--- src/rtl/tpmspi_pkg.sv ---
package tpmspi_pkg;

    typedef enum logic [2:0] {
        ST_IDLE,
        ST_WAKE_CS,
        ST_WAKE_GAP,
        ST_HEADER,
        ST_POLL,
        ST_DATA,
        ST_FINISH
    } xact_state_e;

    localparam int HDR_LAST = 3;

    typedef struct packed {
        xact_state_e st;
        logic        rd;
        logic [5:0]  len_m1;
        logic [23:0] addr;
        logic [5:0]  idx;
        logic        err;
        logic        seen;
        logic        rdv;
        logic [7:0]  rdat;
    } xact_regs_t;

    // Command header byte selected by position; position 0 carries the opcode.
    function automatic logic [7:0] hdr_byte(input logic        rd,
                                            input logic [5:0]  len_m1,
                                            input logic [23:0] addr,
                                            input logic [1:0]  pos);
        logic [7:0] b;
        case (pos)
            2'd0:    b = {rd, 1'b1, len_m1};
            2'd1:    b = addr[23:16];
            2'd2:    b = addr[15:8];
            default: b = addr[7:0];
        endcase
        return b;
    endfunction

endpackage

--- src/rtl/tpmspi_elapsed.sv ---
module tpmspi_elapsed #(
    parameter int W = 8
) (
    input  logic         clk,
    input  logic         rst_n,
    input  logic         clear,
    input  logic [W-1:0] limit,
    output logic         expired
);
    logic [W-1:0] cnt_d, cnt_q;

    always_comb begin
        cnt_d = cnt_q;
        if (clear)
            cnt_d = '0;
        else if (cnt_q != {W{1'b1}})
            cnt_d = cnt_q + 1'b1;
    end

    always_ff @(posedge clk or negedge rst_n) begin
        if (!rst_n) cnt_q <= '0;
        else        cnt_q <= cnt_d;
    end

    assign expired = (cnt_q >= limit);

endmodule

--- src/rtl/tpmspi_byte_shifter.sv ---
module tpmspi_byte_shifter #(
    parameter int HALF_CYC = 2
) (
    input  logic       clk,
    input  logic       rst_n,
    input  logic       start,
    input  logic [7:0] tx_byte,
    input  logic       miso,
    output logic       sck,
    output logic       mosi,
    output logic       active,
    output logic       byte_done,
    output logic [7:0] rx_byte
);
    localparam int DW = (HALF_CYC > 1) ? $clog2(HALF_CYC) : 1;
    localparam logic [DW-1:0] DIV_TOP = DW'(HALF_CYC - 1);

    typedef struct packed {
        logic          active;
        logic          sck;
        logic [DW-1:0] div;
        logic [2:0]    bitn;
        logic [7:0]    tx;
        logic [7:0]    rx;
        logic          done;
    } shf_t;

    shf_t d, q;

    always_comb begin
        d      = q;
        d.done = 1'b0;
        if (start) begin
            d.active = 1'b1;
            d.sck    = 1'b0;
            d.div    = '0;
            d.bitn   = '0;
            d.tx     = tx_byte;
        end else if (q.active) begin
            if (q.div == DIV_TOP) begin
                d.div = '0;
                if (!q.sck) begin
                    d.sck = 1'b1;
                    d.rx  = {q.rx[6:0], miso};
                end else begin
                    d.sck = 1'b0;
                    if (q.bitn == 3'd7) begin
                        d.active = 1'b0;
                        d.done   = 1'b1;
                    end else begin
                        d.bitn = q.bitn + 3'd1;
                        d.tx   = {q.tx[6:0], 1'b0};
                    end
                end
            end else begin
                d.div = q.div + 1'b1;
            end
        end
    end

    always_ff @(posedge clk or negedge rst_n) begin
        if (!rst_n) q <= '0;
        else        q <= d;
    end

    assign sck       = q.sck;
    assign mosi      = q.tx[7];
    assign active    = q.active;
    assign byte_done = q.done;
    assign rx_byte   = q.rx;

    // A byte completes on a falling SCK edge (mode 0 framing).
    p_byte_end_r9: assert property (@(posedge clk) disable iff (!rst_n)
        byte_done |-> ($past(q.sck) && !q.sck));

endmodule

--- src/rtl/tpmspi_xact_master.sv ---
module tpmspi_xact_master
    import tpmspi_pkg::*;
#(
    parameter int CLK_MHZ        = 100,
    parameter int SCK_HALF       = 4,
    parameter int WAIT_US        = 100000,
    parameter int WAKE_GAP_US    = 900000,
    parameter int WAKE_PULSE_US  = 1,
    parameter int WAKE_SETTLE_US = 100
) (
    input  logic        clk,
    input  logic        rst_n,
    input  logic        req_valid,
    input  logic        req_read,
    input  logic [5:0]  req_len_m1,
    input  logic [23:0] req_addr,
    input  logic        wake_en,
    input  logic [7:0]  wr_data,
    output logic        wr_pop,
    output logic        rd_valid,
    output logic [7:0]  rd_data,
    output logic        busy,
    output logic        done,
    output logic        err,
    output logic        sck,
    output logic        mosi,
    input  logic        miso,
    output logic        cs_n
);
    localparam int WAIT_CYC   = CLK_MHZ * WAIT_US;
    localparam int GAP_CYC    = CLK_MHZ * WAKE_GAP_US;
    localparam int PULSE_CYC  = CLK_MHZ * WAKE_PULSE_US;
    localparam int SETTLE_CYC = CLK_MHZ * WAKE_SETTLE_US;
    localparam int PH_MAX     = (PULSE_CYC > SETTLE_CYC) ? PULSE_CYC : SETTLE_CYC;
    localparam int WAIT_W     = $clog2(WAIT_CYC + 1);
    localparam int GAP_W      = $clog2(GAP_CYC + 1);
    localparam int PH_W       = $clog2(PH_MAX + 1);

    xact_regs_t d, q;

    logic       sh_start, sh_active, sh_done;
    logic [7:0] sh_tx, sh_rx;
    logic       ph_clr, ph_exp, wait_exp, gap_exp;
    logic [PH_W-1:0] ph_limit;

    tpmspi_byte_shifter #(.HALF_CYC(SCK_HALF)) u_shift (
        .clk       (clk),
        .rst_n     (rst_n),
        .start     (sh_start),
        .tx_byte   (sh_tx),
        .miso      (miso),
        .sck       (sck),
        .mosi      (mosi),
        .active    (sh_active),
        .byte_done (sh_done),
        .rx_byte   (sh_rx)
    );

    tpmspi_elapsed #(.W(WAIT_W)) u_wait_tmr (
        .clk     (clk),
        .rst_n   (rst_n),
        .clear   (q.st != ST_POLL),
        .limit   (WAIT_W'(WAIT_CYC)),
        .expired (wait_exp)
    );

    tpmspi_elapsed #(.W(GAP_W)) u_gap_tmr (
        .clk     (clk),
        .rst_n   (rst_n),
        .clear   (q.st == ST_FINISH),
        .limit   (GAP_W'(GAP_CYC)),
        .expired (gap_exp)
    );

    assign ph_limit = (q.st == ST_WAKE_CS) ? PH_W'(PULSE_CYC - 1)
                                           : PH_W'(SETTLE_CYC - 1);

    tpmspi_elapsed #(.W(PH_W)) u_phase_tmr (
        .clk     (clk),
        .rst_n   (rst_n),
        .clear   (ph_clr),
        .limit   (ph_limit),
        .expired (ph_exp)
    );

    always_comb begin
        d        = q;
        d.rdv    = 1'b0;
        sh_start = 1'b0;
        sh_tx    = 8'h00;
        wr_pop   = 1'b0;
        ph_clr   = 1'b0;
        case (q.st)
            ST_IDLE: begin
                if (req_valid) begin
                    d.rd     = req_read;
                    d.len_m1 = req_len_m1;
                    d.addr   = req_addr;
                    d.err    = 1'b0;
                    d.idx    = '0;
                    if (wake_en && (!q.seen || gap_exp)) begin
                        d.st   = ST_WAKE_CS;
                        ph_clr = 1'b1;
                    end else begin
                        d.st     = ST_HEADER;
                        sh_start = 1'b1;
                        sh_tx    = hdr_byte(req_read, req_len_m1, req_addr, 2'd0);
                    end
                end
            end
            ST_WAKE_CS: begin
                if (ph_exp) begin
                    d.st   = ST_WAKE_GAP;
                    ph_clr = 1'b1;
                end
            end
            ST_WAKE_GAP: begin
                if (ph_exp) begin
                    d.st     = ST_HEADER;
                    d.idx    = '0;
                    sh_start = 1'b1;
                    sh_tx    = hdr_byte(q.rd, q.len_m1, q.addr, 2'd0);
                end
            end
            ST_HEADER: begin
                if (sh_done) begin
                    if (q.idx != 6'(HDR_LAST)) begin
                        d.idx    = q.idx + 6'd1;
                        sh_start = 1'b1;
                        sh_tx    = hdr_byte(q.rd, q.len_m1, q.addr, q.idx[1:0] + 2'd1);
                    end else if (sh_rx[0]) begin
                        d.st     = ST_DATA;
                        d.idx    = '0;
                        sh_start = 1'b1;
                        sh_tx    = q.rd ? 8'h00 : wr_data;
                        wr_pop   = !q.rd;
                    end else begin
                        d.st     = ST_POLL;
                        sh_start = 1'b1;
                    end
                end
            end
            ST_POLL: begin
                if (sh_done) begin
                    if (sh_rx[0]) begin
                        d.st     = ST_DATA;
                        d.idx    = '0;
                        sh_start = 1'b1;
                        sh_tx    = q.rd ? 8'h00 : wr_data;
                        wr_pop   = !q.rd;
                    end else if (wait_exp) begin
                        d.st  = ST_FINISH;
                        d.err = 1'b1;
                    end else begin
                        sh_start = 1'b1;
                    end
                end
            end
            ST_DATA: begin
                if (sh_done) begin
                    if (q.rd) begin
                        d.rdv  = 1'b1;
                        d.rdat = sh_rx;
                    end
                    if (q.idx == q.len_m1) begin
                        d.st = ST_FINISH;
                    end else begin
                        d.idx    = q.idx + 6'd1;
                        sh_start = 1'b1;
                        sh_tx    = q.rd ? 8'h00 : wr_data;
                        wr_pop   = !q.rd;
                    end
                end
            end
            ST_FINISH: begin
                d.st   = ST_IDLE;
                d.seen = 1'b1;
            end
            default: d.st = ST_IDLE;
        endcase
    end

    always_ff @(posedge clk or negedge rst_n) begin
        if (!rst_n) begin
            q    <= '0;
            q.st <= ST_IDLE;
        end else begin
            q <= d;
        end
    end

    assign busy     = (q.st != ST_IDLE);
    assign done     = (q.st == ST_FINISH);
    assign err      = done && q.err;
    assign cs_n     = !((q.st == ST_WAKE_CS) || (q.st == ST_HEADER) ||
                        (q.st == ST_POLL)    || (q.st == ST_DATA));
    assign rd_valid = q.rdv;
    assign rd_data  = q.rdat;

    // clock stays low while the target is deselected.
    p_sck_idle_r9: assert property (@(posedge clk) disable iff (!rst_n)
        cs_n |-> !sck);

    // controller drives zeros on poll bytes and read-data bytes.
    p_mosi_zero_r9: assert property (@(posedge clk) disable iff (!rst_n)
        ((q.st == ST_POLL) || ((q.st == ST_DATA) && q.rd)) |-> !mosi);

    // a new byte is only launched once the previous one has ended.
    p_start_idle_r4: assert property (@(posedge clk) disable iff (!rst_n)
        sh_start |-> !sh_active);

    // busy cannot drop before the completion pulse.
    p_busy_hold_r10: assert property (@(posedge clk) disable iff (!rst_n)
        (busy && !done) |=> busy);

    // read bytes are only delivered inside an access.
    p_rdv_busy_r11: assert property (@(posedge clk) disable iff (!rst_n)
        rd_valid |-> busy);

    // an error completion can only follow the wait phase.
    p_err_from_poll_r6: assert property (@(posedge clk) disable iff (!rst_n)
        $rose(err) |-> $past(q.st == ST_POLL));

endmodule

--- config.mk ---
export PLATFORM = sky130hd
export DESIGN_NAME = tpmspi_xact_master
export DESIGN_NICKNAME = d
export VERILOG_FILES = /design/src/rtl/tpmspi_pkg.sv /design/src/rtl/tpmspi_elapsed.sv /design/src/rtl/tpmspi_byte_shifter.sv /design/src/rtl/tpmspi_xact_master.sv
export SDC_FILE = /design/constraint.sdc
export NUM_CORES = 1
export LEC_CHECK = 0
export CORE_MARGIN = 4
export CORE_UTILIZATION = 42
export DETAILED_ROUTE_END_ITERATION = 10
export DONT_BUFFER_PORTS = 1
export PLACE_DENSITY = 0.67
export SYNTH_ARGS = -nofsm -noshare
export SYNTH_HDL_FRONTEND = slang
export SYNTH_SLANG_ARGS = --single-unit
--- constraint.sdc ---
create_clock -name clk -period 3.14 [get_ports clk]
set_input_delay 0.628 -clock clk [delete_from_list [all_inputs] [get_ports clk]]
set_output_delay 0.628 -clock clk [all_outputs]
set_load 0.02 [all_outputs]
==> impl_results.md, run 1 <==
- Kind of critical path: register to output pin
- Sequential share of the synthesized area: 46.1%
- Main synth FF type: dfrtp_1
- Core area: 17,500 um^2
- Placed cell count: 1,014
- Crit path time final: 2990 ps
- Final cell count without fillers: 1,051
- Clk_skew: 16.5 ps
- Worst setup EP type: output pin
- Skew-Pair Late Insertion Delay: 420 ps
- Syn Nets: 880
- ANT nets after route: 0
- Worst-Margin Slew: 1100 ps
- Max-Cap Viols: 0
- Critical Path RT: 2510 ps
- Mean cell area of the mapped netlist: 9.26 um^2
- Period utilization: 95.3%
- Pin count of the biggest net entering global routing: 141
- Number of global-route vias before repair: 5,676
- Via density per instance: 5.65
- Diodes inserted: 0
- I/O pin total: 60
- Starting density of the core: 43.4%
- Post-route setup TNS: 0 ps
- Max-slew violations: 0
- Via count: 5,935
- Post-synth EDFFs: 0
- Count leader, synth: dfrtp_1
- DRC Markers: 0
- Slew HR: 26.4%
- First-pass GRT wire length: 28,800 um
- GRT overflow: 0
- Fmax: 334 MHz
- Share of post-route cells with drive strength above 1: 9.56%
- Post-Route WL: 17,100 um
- First-pass DRT Iterations: 5
- Area of the multi-input gates: 3790 um^2
- CTS tree: built
- Reg clk slew, reported paths: 60 ps
- Row cnt: 48
- First DRT Iteration DRCs: 532
- YS warnings: 0
- Buffer depth of the longest clock path: 2
- Die height: 143 um
- Routed WL per cell: 16.3 um
- Synth Cell Area: 7600 um^2
- VDD IR max: 0.454 mV
- CTS root buffer: clkbuf_16
- Top cells by area, synth: dfrtp_1 (46%), nand2_1 (6.5%), nor2_1 (4.4%)
- CP max FO: 5
- Die X: 143 um
- Area growth, synth to finish: 10.7%
- Leak pwr: 3.77 nW
- Critical Path AT: 2360 ps
- Crit path launch type: register
- PwrDens: 733 nW/um^2
- Reg area: 3510 um^2
- Hold_ws: -96.8 ps
- Cells after synthesis: 821
- Unrepaired setup endpoints after global routing: false
- GPL Wtd Cong: 0.878
- Hold Path Class: primary input to async pin
- Fill cells: 1,676
- IO Port Bufs: 0
- Full die area: 20,300 um^2
- Area leader, netlist: dfrtp_1
- Final total power: 6.18 mW
- Run status: finished, violations left
- Seq cells post-synth: 140
- H-tree lvl count: 4
- Gr usage total: 17.6%
- Final Hold Vio Count: 140
- Top-area cell type share of the netlist area: 46.1%
- Asr flop ratio synth: 100%
- Setup violators final: 0
- Clk sinks: 140
- Number of library cell types mapped by synthesis: 72
- Failing checks: negative hold slack
- DP HPWL: 11,700 um
- Final nets: 872
- Post-synth top cells: dfrtp_1 (140), nand2_1 (131), nor2_1 (90)
- Cts bufs inserted: 17
- Antenna violations before repair: 0
metrics by stage:
stage          utilization [%]  hold slack, ps  area, um^2  worst slack, ps
2_1_floorplan                -             332        7600              612
3_3_place_gp              44.3             340        7760              352
3_5_place_dp              44.3             340        7760              313
4_1_cts                   47.8            -112        8380             64.4
5_1_grt                   48.0            -124        8420             14.2
6_report                  48.0           -96.8        8420              148
registers in the layout, indices dropped and copies added (netlist names):
signal	count
u_shift.rx_byte	8
q	42
u_gap_tmr.cnt_q	27
u_phase_tmr.cnt_q	14
u_shift.sck	1
u_shift.q	12
rd_valid	1
u_shift.active	1
u_shift.mosi	1
rd_data	8
u_shift.byte_done	1
u_wait_tmr.cnt_q	24
routing by layer:
metal  track usage, %  part of all wire [%]  vias up
met5                0                     0        -
met4             6.20                   2.1        0
met3             4.47                   5.3       35
met2             26.5                    46      172
met1             24.6                    47     2847
li1                 -                     -     2881
final cells by class:
class	count	share of cell area, %
Sequential cell	140	41.6
Clock buffer	22	5.63
Tap cell	225	3.34
Clock inverter	10	1.63
Timing Repair Buffer	16	1.43
Inverter	29	1.29
Multi-Input combinational cell	609	45.0
where the power goes:
group	total, mW	switching [mW]	internal, mW
clock network	2.06	0.750	1.31
registers	2.54	0.350	2.19
logic	1.57	0.932	0.641
cells in the final DEF, fill, tap and decap left out, types with 19 or more instances in the layout:
master and n:
dfrtp_1 138, nand2_1 131, xnor2_1 26, nand3_1 35
xor2_1 29, nor3_1 29, o21ai_0 21, nor2_1 89
nand4_1 23, and3_1 19, inv_1 29
worst max-delay path: stages, from the launching register on:
cell and delay, ps:
dfrtp_2 410, ha_2 210, or4b_4 510, o31ai_4 340, nand2_1 110, a21oi_1 190, buf_4 180
path summary, 6_finish.rpt:
kind	startpoint	to	slack, ps	cells past startpoint
worst max-delay path	q[11]	wr_pop	150	6
worst min-delay path	rst_n	u_phase_tmr.cnt_q[10]	-100	0
worst max register to register	q[50]	u_phase_tmr.cnt_q[4]	230	8
worst min register to register	q[37]	q[37]	470	2
max in group asynchronous	rst_n	u_gap_tmr.cnt_q[0]	3000	0
min in group clk	req_addr[23]	q[40]	310	2
timing repair:
item                                   CTS  global route
endpoints found under the hold margin  140           140
buffers inserted                         0             5
setup endpoints to repair                0             1
resized for setup                        0             3
cell families (layout without fill, tap and decap cells):
family / after synthesis / after routing / synth area share (%)
and+or+nand+nor: 388 / 388 / 25.0
DFF: 140 / 140 / 46.1
AOI/OAI and AO/OA: 117 / 117 / 11.3
buffers and inverters: 72 / 77 / 4.15
xor gates and xnor gates: 55 / 55 / 6.33
muxes: 34 / 34 / 4.75
adders and majority gates: 15 / 15 / 2.47
Power figures use the tool's default switching activity.
==> run 2, diff against run 1 <==
- CORE_ASPECT_RATIO: default -> 1.5
- PLACE_DENSITY: 0.67 -> 0.7
- SETUP_SLACK_MARGIN: default -> 0.2
- clock period: 3.14 -> 2.7 ns (I/O delays scaled with it)
==> impl_results.md, run 2 (synthesis gave the netlist of run 1 again) <==
- Run status: finished, violations left
- Failing checks: negative hold slack
- Buffer depth of the longest clock path: 2 (unchanged)
- Die height: 173 um (+21%)
- Critical Path RT: 2160 ps (-350 ps)
- Skew-Pair Late Insertion Delay: 430 ps (about the same)
- Number of global-route vias before repair: 6,056 (+6.7%)
- Core area: 17,900 um^2 (+1.9%)
- Crit path time final: 2590 ps
- Cts bufs inserted: 17 (unchanged)
- ANT nets after route: 0 (unchanged)
- Top Registers: q: 42 flops, u_gap_tmr.cnt_q: 27 flops, u_wait_tmr.cnt_q: 24 flops
- First-pass GRT wire length: 29,200 um (+1.4%)
- DP HPWL: 12,000 um (+2.5%)
- Clk sinks: 140 (unchanged)
- CTS root buffer: clkbuf_16
- Fmax: 387 MHz
- Psw: 2.46 mW (+21%)
- Clock network power share: 30.4% (-3.0 points)
- Antenna violations before repair: 0 (unchanged)
- VDD IR max: 0.517 mV (+14%)
- Period utilization: 95.8%
- Max-slew violations: 0 (unchanged)
- Row cnt: 60 (+25%)
- Share of post-route cells with drive strength above 1: 13.4% (+3.8 points)
- Power share of the combinational group: 29.4% (+3.9 points)
- Routed WL per cell: 16.3 um (+0.15%)
- Post-Route WL: 17,300 um (+1.0%)
- Critical Path AT: 2050 ps (-310 ps)
- Hold Path Class: primary input to async pin
- Largest Register: q
- Max reg flops: 42 (unchanged)
- Commonest cells after routing, fill and taps aside: dfrtp_1 (139), nand2_1 (131), nor2_1 (88)
- Reg clk slew, reported paths: 60 ps (about the same)
- Kind of critical path: register to output pin
- CTS tree: built
- Final Hold Vio Count: 140 (unchanged)
- Slew HR: 54.0% (+28 points)
- Pin count of the biggest net entering global routing: 141 (unchanged)
- Int Pwr: 4.82 mW (+16%)
- Worst setup EP type: output pin
- First-pass DRT Iterations: 5 (unchanged)
- Most common cell after layout, fill and taps aside: dfrtp_1
- CP max FO: 5 (unchanged)
- Full die area: 20,400 um^2 (+0.22%)
- Leak pwr: 3.88 nW (+2.9%)
- Final total power: 7.28 mW (+18%)
- Final nets: 891 (+2.2%)
- GPL Wtd Cong: 0.838 (-4.6%)
- I/O pin total: 60 (unchanged)
- IO Port Bufs: 0 (unchanged)
- Via count: 5,990 (+0.93%)
- Die X: 118 um (-17%)
- Clk_skew: 9.78 ps (-6.73 ps)
- Crit path launch type: register
- Max-Cap Viols: 0 (unchanged)
- Diodes inserted: 0 (unchanged)
- Gr usage total: 17.3% (-0.25 points)
- Hold_ws: -184 ps (-87.5 ps)
- Area growth, synth to finish: 13.1%
- Sw frac: 33.8% (+0.89 points)
- DRC Markers: 0 (unchanged)
- Via density per instance: 5.65 (about the same)
- First DRT Iteration DRCs: 331 (-38%)
- Worst-Margin Slew: 683 ps (-421 ps)
- PwrDens: 847 nW/um^2 (+16%)
- Post-route setup TNS: 0 ps (unchanged)
- Sequential share of power: 40.1% (-1.0 points)
- Setup violators final: 0 (unchanged)
- Unrepaired setup endpoints after global routing: true
- H-tree lvl count: 4 (unchanged)
- GRT overflow: 0 (unchanged)
- Starting density of the core: 42.6% (-0.80 points)
## run 2: cell types whose count changed in the layout (fill, tap and decap cells not counted), moves of 2 or more
cell      change
or3b_4        +2
a221oi_2      +2
mux2_4        +8
ha_4          +2
a21oi_1       -2
ha_1          -2
a221oi_1      -2
mux2_1        -8
clkbuf_8      -3
buf_4        +18
a21oi_2       +2
## run 2: final timing paths
path	slack (ps)	cells past startpoint	from	end
worst min-delay path	-180	0	rst_n	u_shift.active
min in group clk	220	2	req_len_m1[0]	q[41]
worst min register to register	470	2	q[36]	q[36]
max in group asynchronous	2720	0	rst_n	u_phase_tmr.cnt_q[8]
worst max-delay path	110	6	q[11]	wr_pop
worst max register to register	270	8	q[50]	u_shift.rx_byte[7]
## run 2: power by group through the flow
| stage | Sequential (mW) | Combinational [mW] | Clock [mW] |
|---|---|---|---|
| 2_1_floorplan | 2.85 | 1.46 | 0 |
| 3_3_place_gp | 2.94 | 1.91 | 0 |
| 3_5_place_dp | 2.95 | 1.95 | 0 |
| 4_1_cts | 2.92 | 2.13 | 2.27 |
| 5_1_grt | 2.98 | 2.38 | 2.35 |
| 6_report | 2.92 | 2.14 | 2.22 |
## run 2: layout make-up
cell class                 count  area [um^2]
multi-input combinational    609         3890
clock buffer                  19          433
tap                          217          272
inverter                      29          109
clock inverter                11          121
timing repair buffer          35          267
fill                        1675         9270
sequential                   140         3500
## run 2: stage by stage
stage               setup slack [ps]  hold slack, ps  area [um^2]  cells  utilization, %
floorplan                        189             244         7610    821               -
global placement                 152             251         7850   1017            43.9
detailed placement              69.3             250         7850   1017            43.9
CTS                             62.1            -207         8550   1058            47.9
global route                    43.6            -204         8600   1060            48.1
finish                           113            -184         8600   1060            48.1
## run 2: timing repair
item,4_1_cts,5_1_grt
setup buffers,11,2
gates resized for setup,15,8
setup endpoints to repair,16,21
pin swaps,9,6
endpoints found under the hold margin,140,140
## run 2: critical path: stages, from the launching register on
cell	delay, ps
dfrtp_1	380
buf_4	150
xor2_1	160
nor4_2	400
a21o_1	270
a21oi_1	90
buf_4	170
## run 2: layer usage
layer	vias up	wire [um]	GRT usage, %
met3	35	745	4.42
li1	2909	-	-
met2	131	8940	29.9
met4	0	433	6.55
met5	-	0	0
met1	2915	7190	20.7
